<file path="src/rtl/bitop_pkg.sv">
// Package: shared widths, operation codes and encoding constants for the
// bit-test/clear executor. Assumes a 14-bit word with a 7-bit file field.
package bitop_pkg;
    localparam int INSN_W   = 14;
    localparam int ADDR_W   = 7;
    localparam int DATA_W   = 8;
    localparam int BIDX_W   = 3;
    localparam int TGT_W    = 11;

    // Decoded operation class
    typedef enum logic [2:0] {
        OP_NOP   = 3'd0,
        OP_BTEST = 3'd1,
        OP_CLRF  = 3'd2,
        OP_CLRW  = 3'd3,
        OP_CALL  = 3'd4
    } op_e;

    localparam logic [3:0]        BTEST_PFX = 4'b0111;
    localparam logic [6:0]        CLRF_PFX  = 7'b0000011;
    localparam logic [INSN_W-1:0] CLRW_WORD = 14'h0083;
    localparam logic [2:0]        CALL_PFX  = 3'b100;
endpackage

</file>
<file path="src/rtl/bitop_decode.sv">
// Module: bitop_decode
// Classifies a 14-bit word into one of the supported operations and splits
// out its fields. Purely combinational; words outside the set yield OP_NOP.
module bitop_decode
    import bitop_pkg::*;
#(
    parameter int IW = INSN_W,
    parameter int AW = ADDR_W,
    parameter int BW = BIDX_W,
    parameter int TW = TGT_W
) (
    input  logic [IW-1:0] instr,
    output op_e           op,
    output logic [AW-1:0] f_addr,
    output logic [BW-1:0] bit_idx,
    output logic [TW-1:0] target
);
    localparam int BLO = AW;
    localparam int BHI = AW + BW - 1;

    // Field extraction is position-fixed by the encoding
    always_comb begin
        f_addr  = instr[AW-1:0];
        bit_idx = instr[BHI:BLO];
        target  = instr[TW-1:0];
    end

    // Priority-free classification: the prefixes do not overlap
    always_comb begin
        if (instr[IW-1:IW-4] == BTEST_PFX)
            op = OP_BTEST;
        else if (instr[IW-1:IW-7] == CLRF_PFX)
            op = OP_CLRF;
        else if (instr == CLRW_WORD)
            op = OP_CLRW;
        else if (instr[IW-1:IW-3] == CALL_PFX)
            op = OP_CALL;
        else
            op = OP_NOP;
    end
endmodule

</file>
<file path="src/rtl/bitop_regfile.sv">
// Module: bitop_regfile
// 2^AW by DW register file with asynchronous read, a clear port and a
// writeback port. The clear port wins over writeback on the same entry.
// Assumes synchronous active-low reset clears every entry.
module bitop_regfile #(
    parameter int AW = 7,
    parameter int DW = 8
) (
    input  logic          clk,
    input  logic          rst_n,
    input  logic [AW-1:0] rd_addr,
    output logic [DW-1:0] rd_data,
    input  logic          clr_en,
    input  logic [AW-1:0] clr_addr,
    input  logic          ext_en,
    input  logic [AW-1:0] ext_addr,
    input  logic [DW-1:0] ext_data
);
    localparam int DEPTH = 1 << AW;

    logic [DW-1:0] mem [DEPTH];

    // One update process per entry, clear before writeback
    for (genvar gi = 0; gi < DEPTH; gi++) begin : g_ent
        always_ff @(posedge clk) begin
            if (!rst_n)
                mem[gi] <= '0;
            else if (clr_en && clr_addr == AW'(gi))
                mem[gi] <= '0;
            else if (ext_en && ext_addr == AW'(gi))
                mem[gi] <= ext_data;
        end
    end

    // Asynchronous read of the addressed entry
    always_comb rd_data = mem[rd_addr];

    // a cleared entry holds zero after the edge
    assert_clear_zero_R4: assert property (@(posedge clk) disable iff (!rst_n)
        clr_en |=> (mem[$past(clr_addr)] == '0));
endmodule

</file>
<file path="src/rtl/bitop_wz.sv">
// Module: bitop_wz
// Working register and zero flag. Clear operations force W to zero and the
// flag to one, taking priority over writeback from other units.
module bitop_wz #(
    parameter int DW = 8
) (
    input  logic          clk,
    input  logic          rst_n,
    input  logic          clr_w,
    input  logic          set_z,
    input  logic          w_wr,
    input  logic [DW-1:0] w_wdata,
    input  logic          z_wr,
    input  logic          z_wdata,
    output logic [DW-1:0] w_q,
    output logic          z_q
);
    // Working register update, clear beats writeback
    always_ff @(posedge clk) begin
        if (!rst_n)
            w_q <= '0;
        else if (clr_w)
            w_q <= '0;
        else if (w_wr)
            w_q <= w_wdata;
    end

    // Zero flag update, a clear operation beats writeback
    always_ff @(posedge clk) begin
        if (!rst_n)
            z_q <= 1'b0;
        else if (set_z)
            z_q <= 1'b1;
        else if (z_wr)
            z_q <= z_wdata;
    end

    // working register is zero after a clear-W
    assert_clrw_zero_R5: assert property (@(posedge clk) disable iff (!rst_n)
        clr_w |=> (w_q == '0));

    // without a clear, a W writeback lands
    assert_w_wb_R10: assert property (@(posedge clk) disable iff (!rst_n)
        (w_wr && !clr_w) |=> (w_q == $past(w_wdata)));
endmodule

</file>
<file path="src/rtl/bitop_exec.sv">
// Module: bitop_exec (top)
// Execute stage for bit-test-skip, clear-register, clear-W and call words.
// Requests are combinational in the execute cycle; state updates on the
// edge ending it. A flushed slot has no effect. Assumes the sequencer
// holds instr stable for the whole cycle.
module bitop_exec
    import bitop_pkg::*;
#(
    parameter int IW = INSN_W,
    parameter int AW = ADDR_W,
    parameter int DW = DATA_W,
    parameter int BW = BIDX_W,
    parameter int TW = TGT_W
) (
    input  logic          clk,
    input  logic          rst_n,
    input  logic          slot_flush,
    input  logic [IW-1:0] instr,
    input  logic          wb_reg_en,
    input  logic [AW-1:0] wb_reg_addr,
    input  logic [DW-1:0] wb_reg_data,
    input  logic          wb_w_en,
    input  logic [DW-1:0] wb_w_data,
    input  logic          wb_z_en,
    input  logic          wb_z_data,
    output logic [DW-1:0] w_out,
    output logic          z_out,
    output logic          skip_req,
    output logic          call_req,
    output logic [TW-1:0] call_target
);
    op_e           op;
    logic [AW-1:0] f_addr;
    logic [BW-1:0] bit_idx;
    logic [TW-1:0] tgt;
    logic [DW-1:0] f_data;
    logic          live;
    logic          do_clrf;
    logic          do_clrw;

    bitop_decode #(.IW(IW), .AW(AW), .BW(BW), .TW(TW)) u_dec (
        .instr   (instr),
        .op      (op),
        .f_addr  (f_addr),
        .bit_idx (bit_idx),
        .target  (tgt)
    );

    bitop_regfile #(.AW(AW), .DW(DW)) u_rf (
        .clk      (clk),
        .rst_n    (rst_n),
        .rd_addr  (f_addr),
        .rd_data  (f_data),
        .clr_en   (do_clrf),
        .clr_addr (f_addr),
        .ext_en   (wb_reg_en),
        .ext_addr (wb_reg_addr),
        .ext_data (wb_reg_data)
    );

    bitop_wz #(.DW(DW)) u_wz (
        .clk     (clk),
        .rst_n   (rst_n),
        .clr_w   (do_clrw),
        .set_z   (do_clrf || do_clrw),
        .w_wr    (wb_w_en),
        .w_wdata (wb_w_data),
        .z_wr    (wb_z_en),
        .z_wdata (wb_z_data),
        .w_q     (w_out),
        .z_q     (z_out)
    );

    // Gate every side effect with the flush qualifier
    always_comb begin
        live    = !slot_flush;
        do_clrf = live && (op == OP_CLRF);
        do_clrw = live && (op == OP_CLRW);
    end

    // Sequencer requests for the current execute cycle
    always_comb begin
        skip_req    = live && (op == OP_BTEST) && f_data[bit_idx];
        call_req    = live && (op == OP_CALL);
        call_target = tgt;
    end

    // a flushed slot never raises a request
    assert_flush_quiet_R8: assert property (@(posedge clk) disable iff (!rst_n)
        slot_flush |-> (!skip_req && !call_req));

    // any executed clear leaves Z set
    assert_clear_sets_z_R4: assert property (@(posedge clk) disable iff (!rst_n)
        (!slot_flush && (instr[IW-1:IW-7] == CLRF_PFX || instr == CLRW_WORD))
        |=> z_out);

    // bit-test without a flag writeback keeps Z
    assert_btest_keeps_z_R3: assert property (@(posedge clk) disable iff (!rst_n)
        (instr[IW-1:IW-4] == BTEST_PFX && !wb_z_en) |=> $stable(z_out));

    // a call request carries the word's target field
    assert_call_target_R6: assert property (@(posedge clk) disable iff (!rst_n)
        call_req |-> (call_target == instr[TW-1:0]
                      && instr[IW-1:IW-3] == CALL_PFX));
endmodule

</file>
<file path="config.mk">
export PLATFORM = sky130hd
export DESIGN_NAME = bitop_exec
export DESIGN_NICKNAME = d
export VERILOG_FILES = /design/src/rtl/bitop_pkg.sv /design/src/rtl/bitop_decode.sv /design/src/rtl/bitop_regfile.sv /design/src/rtl/bitop_wz.sv /design/src/rtl/bitop_exec.sv
export SDC_FILE = /design/constraint.sdc
export NUM_CORES = 2
export LEC_CHECK = 0
export BUFFER_PORTS_ARGS = -buffer_cell sky130_fd_sc_hd__buf_2
export CORE_ASPECT_RATIO = 1.75
export CORE_MARGIN = 5
export CORE_UTILIZATION = 57
export CTS_BUF_LIST = sky130_fd_sc_hd__clkbuf_8
export CTS_CLUSTER_DIAMETER = 80
export DETAILED_ROUTE_END_ITERATION = 8
export PLACE_DENSITY = 0.85
export SETUP_SLACK_MARGIN = 0.4
export SLEW_MARGIN = 20
export SYNTH_ARGS = -nofsm -noshare
export SYNTH_HDL_FRONTEND = slang
export SYNTH_SLANG_ARGS = --single-unit
</file>
<file path="constraint.sdc">
create_clock -name clk -period 2.35 [get_ports clk]
set_input_delay 0.1175 -clock clk [delete_from_list [all_inputs] [get_ports clk]]
set_output_delay 0.1175 -clock clk [all_outputs]
set_load 0.005 [all_outputs]
</file>
== Yosys cells after proc, flatten, opt, wreduce, memory -nomap -nowiden ==
Memories as Yosys holds them, arrays and structs flattened.
Index checks and enable logic that the tools add are counted.

* Input bits: 44
* Output and inout bits: 22
* Bits in latches: 0
* Logic and storage cells: 1951
* Bits in writable memories: 1024
* Memories: 1
* Bits in read-only memories: 0
* Bits in registers: 9

{| class="wikitable"
|+ Memory list
! memory !! words !! width !! rd ports !! clocked after Yosys merged registers in !! wr ports !! line !! source
|-
| u_rf.mem || 128 || 8 || 1 || 0 || 128 || bitop_regfile.sv:21 || <nowiki>logic [DW-1:0] mem [DEPTH];</nowiki>
|}

* Bitwise operators: 257
* Reductions and logical operators: 267
* Eq/ne operators: 262
* Multipliers: 0
* Shifts and indexed selects: 0
* Order comparisons: 1
* $add $sub $neg: 0
* Mux-type cells: 1161
* Div/mod/pow operators: 0

{| class="wikitable"
|+ Operators by type and width
! operator !! count
|-
| $mux 8 || 256
|-
| $mux 1 || 900
|-
| $eq 7x7->1 const B || 128
|-
| $eq 7x6->1 const B || 64
|-
| $logic_and 1x1->1 || 261
|-
| $or 1x1->1 || 256
|-
| $eq 7x5->1 const B || 32
|-
| $eq 7x4->1 const B || 16
|-
| $eq 7x3->1 const B || 8
|-
| $eq 7x2->1 const B || 5
|-
| $eq 14x8->1 const B || 1
|-
| $eq 7x1->1 const B || 2
|-
| $logic_not 7->1 || 2
|-
| $mux 3 || 4
|-
| $eq 3x2->1 const B || 2
|-
| $eq 3x3->1 const B || 2
|-
| $eq 4x3->1 const B || 1
|-
| $lt 3x4->1 const B || 1
|-
| $bmux 1 s3 || 1
|-
| $eq 3x1->1 const B || 1
|-
| $reduce_bool 2->1 || 1
|-
| $reduce_or 2->1 || 1
|-
| $logic_not 1->1 || 1
|-
| $logic_or 1x1->1 || 1
|-
| $not 1->1 || 1
|}

== Depth between registers and ports, before layout ==
* Depth after elaboration: 13
* Depth in mapped cells: 13
* Depth with buffers taken out: 8

== Modules after synthesis ==
From an unflattened synthesis, not the netlist that was laid out.

* Cell total of the unflattened synthesis: 3203
* Area, all modules: 49598.8 sq um

{| class="wikitable"
|+ By module, submodules not included
! module !! times used !! sequential area each (sq um) !! area an instance (sq um) !! cells an instance
|-
| bitop_regfile || 1 || 30749.5 || 48948.2 || 3130
|-
| bitop_wz || 1 || 180.2 || 326.6 || 30
|-
| bitop_decode || 1 || 0.0 || 217.7 || 31
|-
| bitop_exec || 1 || 0.0 || 106.4 || 12
|}

== Worst setup path after synthesis ==
OpenSTA, ideal clock, no wires.

* Path type: input-to-reg
* From: input port instr[0]
* To: memory u_rf.mem[8][0] (enable)
* Path buffers: 7
* Data arrival time: 2.146 ns
* Library setup time: 0.378 ns
* Data required time: 1.972 ns
* Cell stages on the path: 10
* Path slack: -0.174 ns
* Cell sequence: buf_4 buf_6 buf_6 buf_6 buf_6 buf_6 nor2_1 nand2_1 buf_4 o221ai_1

{| class="wikitable"
|+ RTL lines
! element !! line !! source
|-
| start: declaration || bitop_exec.sv:18 || <nowiki>input logic [IW-1:0] instr,</nowiki>
|-
| end: declaration || bitop_regfile.sv:21 ||
|}

== Worst setup path in the final report ==
* From: memory u_rf.mem[63][4]
* To: output port skip_req

* Cells in the longest elaborated chain, start to end: 4

{| class="wikitable"
|+ RTL lines
! element !! line !! source
|-
| $mem_v2 128x8 || - ||
|-
| $bmux 1 s3 || bitop_exec.sv:83 || <nowiki>skip_req = live && (op == OP_BTEST) && f_data[bit_idx];</nowiki>
|-
| $mux 1 (not written as such) || bitop_exec.sv:83 ||
|-
| $logic_and 1x1->1 || bitop_exec.sv:83 ||
|-
| end: declaration || bitop_exec.sv:28 || <nowiki>output logic skip_req,</nowiki>
|}

Every way passes these cells. The select of a mux whose other input is x is not followed.

==> results.yml <==
sta:
  setup_viol: 1
  fin_setup_tns_ps: -1400
  fin_ws_ps: -1400
  fmax_mhz: 267
  fin_crit_ps: 3750
  final-max-slew-violation-count: 0
  tightest_slew_ps: 1100
  period_share_pct: 160
  skew_ps: 0
  rsz0062_at_grt: "yes"
  whs_ps: 113
  slew_headroom_pct: 26.1
  finalHoldViolations: 0
run_status:
  violations: "setup timing"
  status: "finished with violations"
synthesis:
  yosysSeqAreaShare_pct: 62.3
  synth.distinct_cells: 57
  yosys-top-cells-area: "edfxtp_1, and2_1, mux4_2"
  yosysWarnings: 0
  syn-num-nets: 3516
  synth_most_common_cell: "and2_1"
  synth_flop_cell: "edfxtp_1"
  async_reset_ff_share_pct: 0
  syn_inst: 3472
  syn_area_um2: 49700
  synth_edf_count: 1024
  synth_top_area_share_pct: 61.9
  avgSynthCellArea_um2: 14.3
  ys_seq_elements: 1033
  synth_area_leader_cell: "edfxtp_1"
  synth_commonest_cells: "and2_1, edfxtp_1, mux4_2, clkbuf_1, nor2_1"
global_routing:
  first_global_vias: 36300
  grt_max_degree: 129
  grt_usage_pct: 36.0
  antenna_found_initial: 10
  grt_use_met3_pct: 9.75
  busiest_layer: "met2"
  grt_pass1_wl_um: 242000
  grt_use_met1_pct: 38.4
  met2_usage_pct: 58.5
  grt_overflow: 0
worst_setup_path:
  crit_path_end_kind: "output pin"
  start_kind: "flop"
  timing.rr.start: "u_wz.z_q"
  cp_data_arrival_time_ps: 3630
  worst_ep_required_time_ps: 2230
  worstSetupPathType: "reg2out"
  crit_fanout: 1
  crit_start: "u_rf.mem[63][4]"
detailed_routing:
  postRouteAntennaNets: 0
  routedWlPerCell_um: 31.8
  vias: 35400
  drtPass1Iterations: 6
  wl_um: 168000
  drc_errors: 0
  drt_iter0_drc: 5162
  vias_per_cell: 6.68
min_path:
  hold_start: "wb_reg_addr[6]"
  holdCritPathClass: "in2reg"
die:
  core_um2: 86600
  die_h_um: 401
  die_area_um2: 93400
  die-width_um: 233
  num_rows: 143
  ioPinCount: 66
  initial_core_util_pct: 57.4
cts:
  clock_latency_ps: 840
  cts.sinks: 1033
  post-cts-setup-buffers: 0
  clock-root-buffer: "clkbuf_8"
  clockBufferDepth: 3
  clk_pin_slew_ps: 70
  htree_levels: 4
  cts_tree: "yes"
  cts_buffers: 142
place:
  routabilityCongestion: 1.06
  dp_hpwl_um: 118000
  io_buffer_count: 65
  post-place-ws_ps: -1210
cells_and_area:
  n_fill_cell: 5145
  multi_input_comb_area_um2: 19500
  final-seq-area_um2: 30900
  areaGrowthSynthToFinish_pct: 24.3
  drive_above_1_share_pct: 31.3
  nets: 4059
job:
  cap_viol_max_count: 0
power_and_ir_drop:
  cellPowerDensity_nw_per_um2: 641
  power_leakage_nw: 21.7
  ir_drop_mv: 0.439
state kept, by name (all words and copies together) (netlist names):
| name | flops |
|---|---|
| u_rf.mem | 1024 |
| u_wz.z_q | 1 |
| u_wz.w_q | 8 |
power breakdown:
group | leakage [nW] | internal, W | switching [W]
logic | 10.4 | 0.00199 | 0.00265
clock network | 1.49 | 0.00654 | 0.00690
registers | 9.80 | 0.0212 | 0.000379
total | 21.7 | 0.0297 | 0.00993
logic make-up after synthesis:
family	Yosys count	share of synthesized area, %
and+or+nand+nor	1486	17.1
DFF	1033	62.3
muxes	339	12.9
buffers and inverters	326	3.12
AOI/OAI and AO/OA	288	4.54
per-layer routing:
metal / vias to the layer above / part of all wire, %
li1: 14200 / -
met1: 17300 / 29
met4: 6 / 11
met2: 2895 / 49
met3: 947 / 11
met5: - / 0.027
layout by cell type, fill, tap and decap left out, types with 7 or more instances in the layout:
master,instances
nor2b_1,14
clkinv_1,40
nand2b_1,8
clkbuf_8,150
o211ai_1,7
o221ai_4,109
buf_12,148
o221ai_2,17
nor2_1,154
edfxtp_1,1024
nor3_2,14
dfxtp_1,9
or3_1,7
mux4_2,239
a221oi_1,9
o21ai_0,15
a22oi_1,26
nand3_1,34
inv_1,35
nand4_1,11
dlygate4sd3_1,30
buf_2,52
a211oi_1,10
nor3_1,118
mux2i_1,92
clkinv_2,27
and2_1,1031
nand2_1,68
buf_4,482
a21oi_1,27
o22ai_1,17
stage by stage:
stage	cell area (µm²)	util (%)	cells	power, W
after CTS	61700	71.3	5287	0.0394
after floorplan	52100	-	3472	0.0240
after detailed placement	58700	67.8	5001	0.0263
after global placement	58700	67.7	5001	0.0261
final	61800	71.3	5293	0.0396
after global routing	61800	71.3	5290	0.0406
critical path: stages (launching register included):
cell and delay (ps):
edfxtp_1 420, mux4_2 500, mux4_2 520, nand2b_4 200, a221oi_4 320, buf_4 160
a2111oi_2 40, a31oi_2 230, a211oi_4 130, buf_4 160, buf_6 110
path summary, 6_finish.rpt:
check               endpoint  slack (ps)  cells past startpoint
max                 skip_req       -1400                     10
min          u_rf.mem[75][1]         110                      5
max reg2reg         u_wz.z_q         550                      4
min reg2reg      u_wz.w_q[4]        1060                      3
what timing repair did:
item,in CTS,in global routing
hold buffers,29,1
gates resized for setup,12,7
endpoints found under the setup margin,1,28
hold endpoints to repair,282,10
pin swaps,2,2
layout make-up:
class                           instances  area share (%)
Sequential cell                      1033            50.1
Multi-Input combinational cell       2113            31.5
Timing Repair Buffer                  717            11.7
Clock buffer                          148            3.30
Tap cell                             1160            2.35
Clock inverter                        109            1.03
Inverter                                8          0.0486
Antenna cell                            5          0.0203
Note: power is estimated with default switching activity, not from simulation.
